<file path="config.mk">
export PLATFORM = sky130hd
export DESIGN_NAME = ipc_mailbox16
export DESIGN_NICKNAME = d
export VERILOG_FILES = /design/src/rtl/ipc_mbx_pkg.sv /design/src/rtl/ipc_mbx_slot.sv /design/src/rtl/ipc_mbx_port.sv /design/src/rtl/ipc_mailbox16.sv
export SDC_FILE = /design/constraint.sdc
export NUM_CORES = 1
export LEC_CHECK = 0
export BUFFER_PORTS_ARGS = -buffer_cell sky130_fd_sc_hd__clkbuf_2
export CAP_MARGIN = 10
export CORE_ASPECT_RATIO = 1.75
export CORE_MARGIN = 2
export CORE_UTILIZATION = 58
export CTS_CLUSTER_SIZE = 28
export DETAILED_ROUTE_END_ITERATION = 7
export PLACE_DENSITY = 0.8
export RECOVER_POWER = 25
export SLEW_MARGIN = 15
export SYNTH_ARGS = -nofsm -noshare
export SYNTH_HDL_FRONTEND = slang
export SYNTH_SLANG_ARGS = --single-unit
</file>
<file path="constraint.sdc">
create_clock -name clk -period 2 [get_ports clk]
set_input_delay 0.4 -clock clk [delete_from_list [all_inputs] [get_ports clk]]
set_output_delay 0.4 -clock clk [all_outputs]
set_load 0.05 [all_outputs]
</file>
<file path="src/rtl/ipc_mbx_pkg.sv">
// Package: shared offset arithmetic for the mailbox.
// Channel 0 carries host-to-DSP traffic; channels 1.. carry DSP-to-host traffic.
// Assumes byte offsets with one 16-bit register per 4-byte word.
package ipc_mbx_pkg;
    localparam int REG_STRIDE = 4;

    // Data-half offset of a channel
    function automatic int data_off(input int ch);
        return 2 * REG_STRIDE * ch;
    endfunction

    // Command-half offset of a channel
    function automatic int cmd_off(input int ch);
        return 2 * REG_STRIDE * ch + REG_STRIDE;
    endfunction

    // Flag offset of a channel; flags follow all message registers
    function automatic int flag_off(input int ch, input int nch);
        return 2 * REG_STRIDE * nch + REG_STRIDE * ch;
    endfunction
endpackage

</file>
<file path="src/rtl/ipc_mbx_slot.sv">
// Module: one single-slot mailbox channel.
// Holds the data half, the command half and the occupancy flag.
// A command write sets the flag, and it wins over a same-cycle receiver
// command read, which would otherwise clear it.
// Assumes the write enables already carry the ownership gating.
module ipc_mbx_slot #(
    parameter int DATA_W = 16
) (
    input  logic              clk,
    input  logic              rst_n,
    input  logic              wr_data_en,
    input  logic              wr_cmd_en,
    input  logic              rd_cmd_en,
    input  logic [DATA_W-1:0] wdata,
    output logic [DATA_W-1:0] data_q,
    output logic [DATA_W-1:0] cmd_q,
    output logic              flag_q
);
    // Store the message halves
    always_ff @(posedge clk) begin
        if (!rst_n) begin
            data_q <= '0;
            cmd_q  <= '0;
        end else begin
            if (wr_data_en) data_q <= wdata;
            if (wr_cmd_en)  cmd_q  <= wdata;
        end
    end

    // Track occupancy: set on command write, clear on receiver command read
    always_ff @(posedge clk) begin
        if (!rst_n)         flag_q <= 1'b0;
        else if (wr_cmd_en) flag_q <= 1'b1;
        else if (rd_cmd_en) flag_q <= 1'b0;
    end

    p_reset_clear_r1: assert property (@(posedge clk) !rst_n |=> !flag_q);
    p_cmd_sets_flag_r3: assert property (@(posedge clk) disable iff (!rst_n)
        wr_cmd_en |=> flag_q);
    p_data_no_flag_r4: assert property (@(posedge clk) disable iff (!rst_n)
        (wr_data_en && !wr_cmd_en && !flag_q && !rd_cmd_en) |=> !flag_q);
    p_read_clears_r5: assert property (@(posedge clk) disable iff (!rst_n)
        (rd_cmd_en && !wr_cmd_en) |=> !flag_q);
    p_flag_held_r6: assert property (@(posedge clk) disable iff (!rst_n)
        (flag_q && !rd_cmd_en) |=> flag_q);
    p_data_stable_r8: assert property (@(posedge clk) disable iff (!rst_n)
        !wr_data_en |=> $stable(data_q));
endmodule

</file>
<file path="src/rtl/ipc_mbx_port.sv">
// Module: register-bus port of one side (SIDE 0 = host, SIDE 1 = DSP).
// Decodes writes and command reads into per-channel strobes, gated by
// which side sends on each channel, and registers the read data.
// Assumes the write and read strobes last one cycle per access.
module ipc_mbx_port
    import ipc_mbx_pkg::*;
#(
    parameter int SIDE   = 0,
    parameter int NCH    = 3,
    parameter int ADDR_W = 6,
    parameter int DATA_W = 16
) (
    input  logic                        clk,
    input  logic                        rst_n,
    input  logic                        wr_en,
    input  logic                        rd_en,
    input  logic [ADDR_W-1:0]           addr,
    input  logic [DATA_W-1:0]           wdata,
    input  logic [NCH-1:0][DATA_W-1:0]  data_all,
    input  logic [NCH-1:0][DATA_W-1:0]  cmd_all,
    input  logic [NCH-1:0]              flag_all,
    output logic [NCH-1:0]              we_data,
    output logic [NCH-1:0]              we_cmd,
    output logic [NCH-1:0]              re_cmd,
    output logic [DATA_W-1:0]           rdata
);
    logic [DATA_W-1:0] rd_next;

    for (genvar i = 0; i < NCH; i++) begin : g_dec
        localparam bit SENDER = (i == 0) ? (SIDE == 0) : (SIDE == 1);
        localparam logic [ADDR_W-1:0] A_DATA = ADDR_W'(data_off(i));
        localparam logic [ADDR_W-1:0] A_CMD  = ADDR_W'(cmd_off(i));
        // Per-channel strobes; only the owning side writes, only the other side clears
        always_comb begin
            we_data[i] = SENDER && wr_en && (addr == A_DATA);
            we_cmd[i]  = SENDER && wr_en && (addr == A_CMD);
            re_cmd[i]  = !SENDER && rd_en && (addr == A_CMD);
        end
    end

    // Select the addressed register for reading
    always_comb begin
        rd_next = '0;
        for (int i = 0; i < NCH; i++) begin
            if (addr == ADDR_W'(data_off(i)))     rd_next = data_all[i];
            if (addr == ADDR_W'(cmd_off(i)))      rd_next = cmd_all[i];
            if (addr == ADDR_W'(flag_off(i, NCH))) rd_next = DATA_W'(flag_all[i]);
        end
    end

    // Register read data on each read strobe
    always_ff @(posedge clk) begin
        if (!rst_n)     rdata <= '0;
        else if (rd_en) rdata <= rd_next;
    end

    p_one_write_target_r8: assert property (@(posedge clk) disable iff (!rst_n)
        $onehot0({we_data, we_cmd}));
    p_rdata_hold_r11: assert property (@(posedge clk) disable iff (!rst_n)
        !rd_en |=> $stable(rdata));
endmodule

</file>
<file path="src/rtl/ipc_mailbox16.sv">
// Module: top of the dual-port 16-bit mailbox.
// One host-to-DSP channel and N_D2H DSP-to-host channels, each a single
// slot; each side gets one interrupt that is high while a message waits.
// Assumes ADDR_W is wide enough for the highest flag offset.
module ipc_mailbox16
    import ipc_mbx_pkg::*;
#(
    parameter int ADDR_W = 6,
    parameter int DATA_W = 16,
    parameter int N_D2H  = 2
) (
    input  logic              clk,
    input  logic              rst_n,
    input  logic              host_wr_en,
    input  logic              host_rd_en,
    input  logic [ADDR_W-1:0] host_addr,
    input  logic [DATA_W-1:0] host_wdata,
    output logic [DATA_W-1:0] host_rdata,
    input  logic              dsp_wr_en,
    input  logic              dsp_rd_en,
    input  logic [ADDR_W-1:0] dsp_addr,
    input  logic [DATA_W-1:0] dsp_wdata,
    output logic [DATA_W-1:0] dsp_rdata,
    output logic              host_irq,
    output logic              dsp_irq
);
    localparam int NCH = 1 + N_D2H;
    localparam logic [ADDR_W-1:0] A_CMD0 = ADDR_W'(cmd_off(0));

    logic [NCH-1:0][DATA_W-1:0] data_all, cmd_all;
    logic [NCH-1:0]             flag_all;
    logic [NCH-1:0]             h_we_data, h_we_cmd, h_re_cmd;
    logic [NCH-1:0]             d_we_data, d_we_cmd, d_re_cmd;

    ipc_mbx_port #(.SIDE(0), .NCH(NCH), .ADDR_W(ADDR_W), .DATA_W(DATA_W)) u_host_port (
        .clk(clk), .rst_n(rst_n), .wr_en(host_wr_en), .rd_en(host_rd_en),
        .addr(host_addr), .wdata(host_wdata), .data_all(data_all),
        .cmd_all(cmd_all), .flag_all(flag_all), .we_data(h_we_data),
        .we_cmd(h_we_cmd), .re_cmd(h_re_cmd), .rdata(host_rdata)
    );

    ipc_mbx_port #(.SIDE(1), .NCH(NCH), .ADDR_W(ADDR_W), .DATA_W(DATA_W)) u_dsp_port (
        .clk(clk), .rst_n(rst_n), .wr_en(dsp_wr_en), .rd_en(dsp_rd_en),
        .addr(dsp_addr), .wdata(dsp_wdata), .data_all(data_all),
        .cmd_all(cmd_all), .flag_all(flag_all), .we_data(d_we_data),
        .we_cmd(d_we_cmd), .re_cmd(d_re_cmd), .rdata(dsp_rdata)
    );

    for (genvar i = 0; i < NCH; i++) begin : g_ch
        ipc_mbx_slot #(.DATA_W(DATA_W)) u_slot (
            .clk(clk), .rst_n(rst_n),
            .wr_data_en(h_we_data[i] | d_we_data[i]),
            .wr_cmd_en(h_we_cmd[i] | d_we_cmd[i]),
            .rd_cmd_en(h_re_cmd[i] | d_re_cmd[i]),
            .wdata((i == 0) ? host_wdata : dsp_wdata),
            .data_q(data_all[i]), .cmd_q(cmd_all[i]), .flag_q(flag_all[i])
        );
    end

    // Interrupts follow occupancy of the channels each side receives on
    always_comb begin
        dsp_irq  = flag_all[0];
        host_irq = |flag_all[NCH-1:1];
    end

    p_dsp_irq_rise_r3: assert property (@(posedge clk) disable iff (!rst_n)
        $rose(dsp_irq) |-> $past(host_wr_en && host_addr == A_CMD0));
    p_dsp_irq_fall_r5: assert property (@(posedge clk) disable iff (!rst_n)
        $fell(dsp_irq) |-> $past(dsp_rd_en && dsp_addr == A_CMD0));
endmodule

</file>
======== Word-level counts from Yosys, hierarchy flattened ========
Cells that the tools add are included.
storage, ports and cells
  register bits ........................... 131
  input bits .............................. 50
  word-level logic and storage cells ...... 66
operators by class
  muxes and demuxes ....................... 24
  reduce and logical (&&, ||, !) cells .... 15
  equality and inequality tests ........... 16
operators by type and width
  cell                                            count
  two-way mux 16 bit                              18
  == test 6 x 5 -> 1 bit (second input constant)  8
  == test 6 x 4 -> 1 bit (second input constant)  4
  == test 6 x 3 -> 1 bit (second input constant)  2
  == test 6 bit (second input constant)           2
  zero test 6 bit                                 2
  logical AND 1 bit                               9
  two-way mux 1 bit                               6
  nonzero test 2 bit                              3
  OR reduction 2 bit                              1

======== Logic depth before layout (Yosys ltp) ========
  word-level depth ........................ 10
  mapped depth ............................ 7
  gate-level depth less buffers ........... 4

======== Hierarchy ========
From an unflattened synthesis, not the netlist that was laid out.
second synthesis, totals
  cell total of the unflattened synthesis .. 687
  area total of the unflattened synthesis .. 7081.8 µm²
by module, submodules not included
  module                       area each (µm²)  cells an instance  seq. area each (µm²)  instances
  ipc_mbx_slot                 1268.7           106                660.6                 3
  ipc_mbx_port at u_host_port  1641.6           189                320.3                 1
  ipc_mbx_port at u_dsp_port   1571.5           170                320.3                 1
  ipc_mailbox16                62.6             10                 0.0                   1

======== Worst setup path after synthesis ========
Ideal clock, no wire load.
  kind .................................... input to register
  start point ............................. input dsp_addr[2]
  end point ............................... register u_dsp_port.rdata[10]
  data arrival time ....................... 1.657 ns
  path slack .............................. 0.213 ns
  setup time .............................. 0.129 ns
  path buffers ............................ 3
  stages on the path ...................... 7
  path through ............................ buf_6 -> or4b_1 -> buf_2 -> clkbuf_1 -> o22ai_1 -> a2111oi_0 -> o21ai_1
between the ends
  word-level cells in the longest chain between the ends .. 10
  elaborated cells on any way between the ends .. 18
  those cells by class .................... eq/ne (8); mux (9); reduce/logical (1)
ends and longest elaborated chain
  element                 line                 source
  start: declaration      ipc_mailbox16.sv:21  input logic [ADDR_W-1:0] dsp_addr,
  zero test 6 bit         ipc_mbx_port.sv:45   if (addr == ADDR_W'(data_off(i))) rd_next = data_all[i];
  two-way mux 16 bit      ipc_mbx_port.sv:45
  two-way mux 16 bit      ipc_mbx_port.sv:46   if (addr == ADDR_W'(cmd_off(i))) rd_next = cmd_all[i];
  two-way mux 16 bit      ipc_mbx_port.sv:47   if (addr == ADDR_W'(flag_off(i, NCH))) rd_next = DATA_W'(flag_all[i]);
  two-way mux 16 bit      ipc_mbx_port.sv:45
  two-way mux 16 bit      ipc_mbx_port.sv:46
  two-way mux 16 bit      ipc_mbx_port.sv:47
  two-way mux 16 bit      ipc_mbx_port.sv:45
  two-way mux 16 bit      ipc_mbx_port.sv:46
  two-way mux 16 bit (*)  ipc_mbx_port.sv:47
  end signal: assignment  ipc_mbx_port.sv:54   else if (rd_en) rdata <= rd_next;
  end: declaration        ipc_mbx_port.sv:25   output logic [DATA_W-1:0] rdata
Mark *: on every way between the ends. The rest lies on a longest branch, timed or not.
A chain may end at the register's enable or synchronous reset.

======== Worst setup path in the final report ========
  start point ............................. input dsp_addr[4]
  end point ............................... register g_ch[1].u_slot.cmd_q[3]
between the ends
  word-level cells in the longest chain between the ends .. 2
ends and longest elaborated chain
  element                 line                source
  == test 6 x 4 -> 1 bit  ipc_mbx_port.sv:36  we_cmd[i] = SENDER && wr_en && (addr == A_CMD);
  logical AND 1 bit       ipc_mbx_port.sv:36
  end signal: assignment  ipc_mbx_slot.sv:26  if (wr_cmd_en) cmd_q <= wdata;
  end: declaration        ipc_mbx_slot.sv:16  output logic [DATA_W-1:0] cmd_q,
No other way between the ends.

==> results.py <==
metrics = {
    "worst_setup_path": {
        "r2r_cells": 4,
        "reg2reg_slack_ns": 0.14,
        "crit_arrival_ns": 2.26,
        "cp-start-kind": "primary input",
        "critical_path_class": "in -> reg",
        "path_max_fanout": 10,
        "critPathCaptureType": "flip-flop",
        "cp.required_ns": 2.31,
    },
    "timing": {
        "tns_ns": 0,
        "fmaxAchievable_ghz": 0.513,
        "drv_slew": 0,
        "finalHoldViolCount": 0,
        "finClkSkew_ns": 0.00541,
        "period_share": 0.975,
        "slew_headroom": 0.360,
        "final.setup.worst_slack_ns": 0.0505,
        "setup_viol": 0,
        "worstMarginPinSlew_ns": 0.951,
        "rsz0062_at_grt": "false",
        "holdWs_ns": 0.250,
        "finalCriticalPeriod_ns": 1.95,
    },
    "global_route": {
        "grt_pass1_wl_microns": 34900,
        "grt_max_degree": 73,
        "grtUsageTotal": 0.388,
        "grt_antenna_before_repair": 0,
        "first_global_vias": 6258,
        "grt_overflow": 0,
    },
    "floorplan": {
        "io_pins": 84,
        "placementRows": 51,
        "die-area_sq_um": 12100,
        "initial_core_util": 0.590,
        "fp.dieH_microns": 144,
        "die_width_microns": 83.9,
        "coreArea_sq_um": 11000,
    },
    "cts": {
        "cts_max_path_buffers": 2,
        "cts-resized-gates": 0,
        "cts_hold_buf": 0,
        "h-tree-depth": 4,
        "cts.sinks": 131,
        "cts_made_buffers": 17,
        "clock_latency_ns": 0.42,
        "post_cts_buffers": 0,
        "clk_pin_slew_ns": 0.06,
        "cts_tree": "done",
        "root_buffer": "clkbuf_16",
    },
    "layout": {
        "drive_gt1_frac": 0.229,
        "fillerInstances": 844,
        "syn_to_final_growth_pct": 20.9,
        "final_common_cell": "dfxtp_1",
        "n_antenna_cell": 0,
        "final_cell_mix": "dfxtp_1 (131), nand2_1 (98), clkbuf_2 (82), nor2b_1 (70), mux2i_1 (65)",
        "layoutNonFillerInstCount": 944,
        "final_nets": 850,
        "multiInputGateArea_sq_um": 3540,
        "register_area_sq_um": 2620,
    },
    "yosys": {
        "syn_area_per_cell_sq_um": 9.20,
        "yosysSeqAreaShare": 0.405,
        "synth-simple-area-share": 0.236,
        "synth_top_family_by_area": "simple AND/OR/NAND/NOR gates",
        "synthAdderAreaFrac": 0,
        "yosysWarnings": 0,
        "synth_flop_cell": "dfxtp_1",
        "synth-compound-area-share": 0.158,
        "syn_area_sq_um": 6470,
        "synth.net_count": 754,
        "yosysUniqueCellTypes": 54,
        "async_flop_share": 0,
        "synthMuxAreaShare": 0.154,
        "post_synth_xor_area_fraction": 0,
        "synth-edff-count": 0,
        "synth-seq-cells": 131,
        "postSynthCellCount": 704,
    },
    "placed_design": {
        "hpwl_microns": 15800,
        "dpl.cell_count": 913,
        "place_congestion": 0.985,
        "portBuffers": 83,
        "dp_slack_ns": -0.177,
    },
    "hold_path": {
        "hold_path_class": "in -> reg",
        "hold-path-cell-count": 3,
    },
    "route": {
        "via_per_inst": 6.80,
        "ant_nets": 0,
        "post_drt_wl_per_cell_microns": 24.9,
        "first_pass_iters": 6,
        "drcViolationCount": 0,
        "vias": 6422,
        "drtIter0Drc": 736,
        "totalWireLength_microns": 23500,
    },
    "power": {
        "p_per_area_nw_per_um2": 805,
        "total_leakage_power_uw": 0.00335,
        "ir_worst_vdd_v": 0.000724,
    },
    "outcome": {
        "status": "finished, final reports clean",
    },
    "flow_run": {
        "max_cap_viol_count": 0,
    },
}
## path summary, 6_finish.rpt
check | startpoint | end
min | host_wdata[3] | g_ch[0].u_slot.data_q[3]
max reg2reg | g_ch[0].u_slot.data_q[4] | u_host_port.rdata[4]
max | dsp_addr[4] | g_ch[1].u_slot.cmd_q[3]
min reg2reg | u_host_port.rdata[1] | u_host_port.rdata[1]
## flip-flops by register name, indices dropped and copies added, names as in the netlist
name,cells
g_ch.u_slot.cmd_q,48
g_ch.u_slot.data_q,48
u_dsp_port.rdata,16
u_host_port.rdata,16
g_ch.u_slot.flag_q,3
## logic make-up after synthesis
group | count (synthesis)
flip-flops | 131
buffers and inverters | 65
multiplexers | 81
AND/OR/NAND/NOR | 286
AO/OA/AOI/OAI | 141
## power by group
part	switching (uW)	internal, uW	leakage (uW)	total (uW)
Combinational	278	174	0.00199	451
Sequential	13.1	2620	0.00106	2640
Clock	1180	2030	0.000300	3210
Total	1470	4820	0.00335	6300
## cells in the mapped netlist (all sizes together), types with 2 or more instances
cell type,instances,area (sq um)
dfxtp,131,2620
nand2,98,368
nor2b,70,438
mux2i,65,651
clkbuf,36,136
a21boi,34,255
o21ai,33,165
buf,25,151
nor2,21,81.3
and3,19,119
a221oi,18,164
nand3b,16,120
nor3,16,80.1
o22ai,16,100
a2111oi,15,131
and2,15,93.8
mux4,15,338
o221ai,15,131
nand3,11,60.1
inv,4,15.0
nor4,3,33.8
a21oi,2,10.0
and3b,2,17.5
nand4,2,12.5
or2,2,12.5
or3b,2,17.5
## worst max-delay path, cell delays in order
cell and delay, ns:
clkbuf_1 0.42, nor2_1 0.21, clkbuf_1 0.22, nand4_1 0.16, clkbuf_1 0.51, mux2i_1 0.27, nor2b_1 0.06
## per-layer routing
| metal | GRT usage | wire, microns | vias to the layer above |
|---|---|---|---|
| li1 | - | - | 2745 |
| met2 | 0.657 | 11200 | 541 |
| met5 | 0 | 0 | - |
| met1 | 0.400 | 7330 | 2955 |
| met4 | 0.336 | 2660 | 0 |
| met3 | 0.0856 | 2270 | 181 |
## cell type report
type,instances,area share
clock buffer,20,0.0584
clock inverter,11,0.0195
inverter,4,0.00192
multi-input combinational,508,0.453
sequential,131,0.335
tap,132,0.0211
timing repair buffer,138,0.111
## metrics by stage
step                instance area [sq um]  power (uW)   util
floorplan                            6470        2920      -
global placement                     7270        3120  0.663
detailed placement                   7270        3130  0.663
CTS                                  7880        6300  0.718
global route                         7830        6430  0.713
finish                               7830        6300  0.713
(Power assumes the default switching activity.)
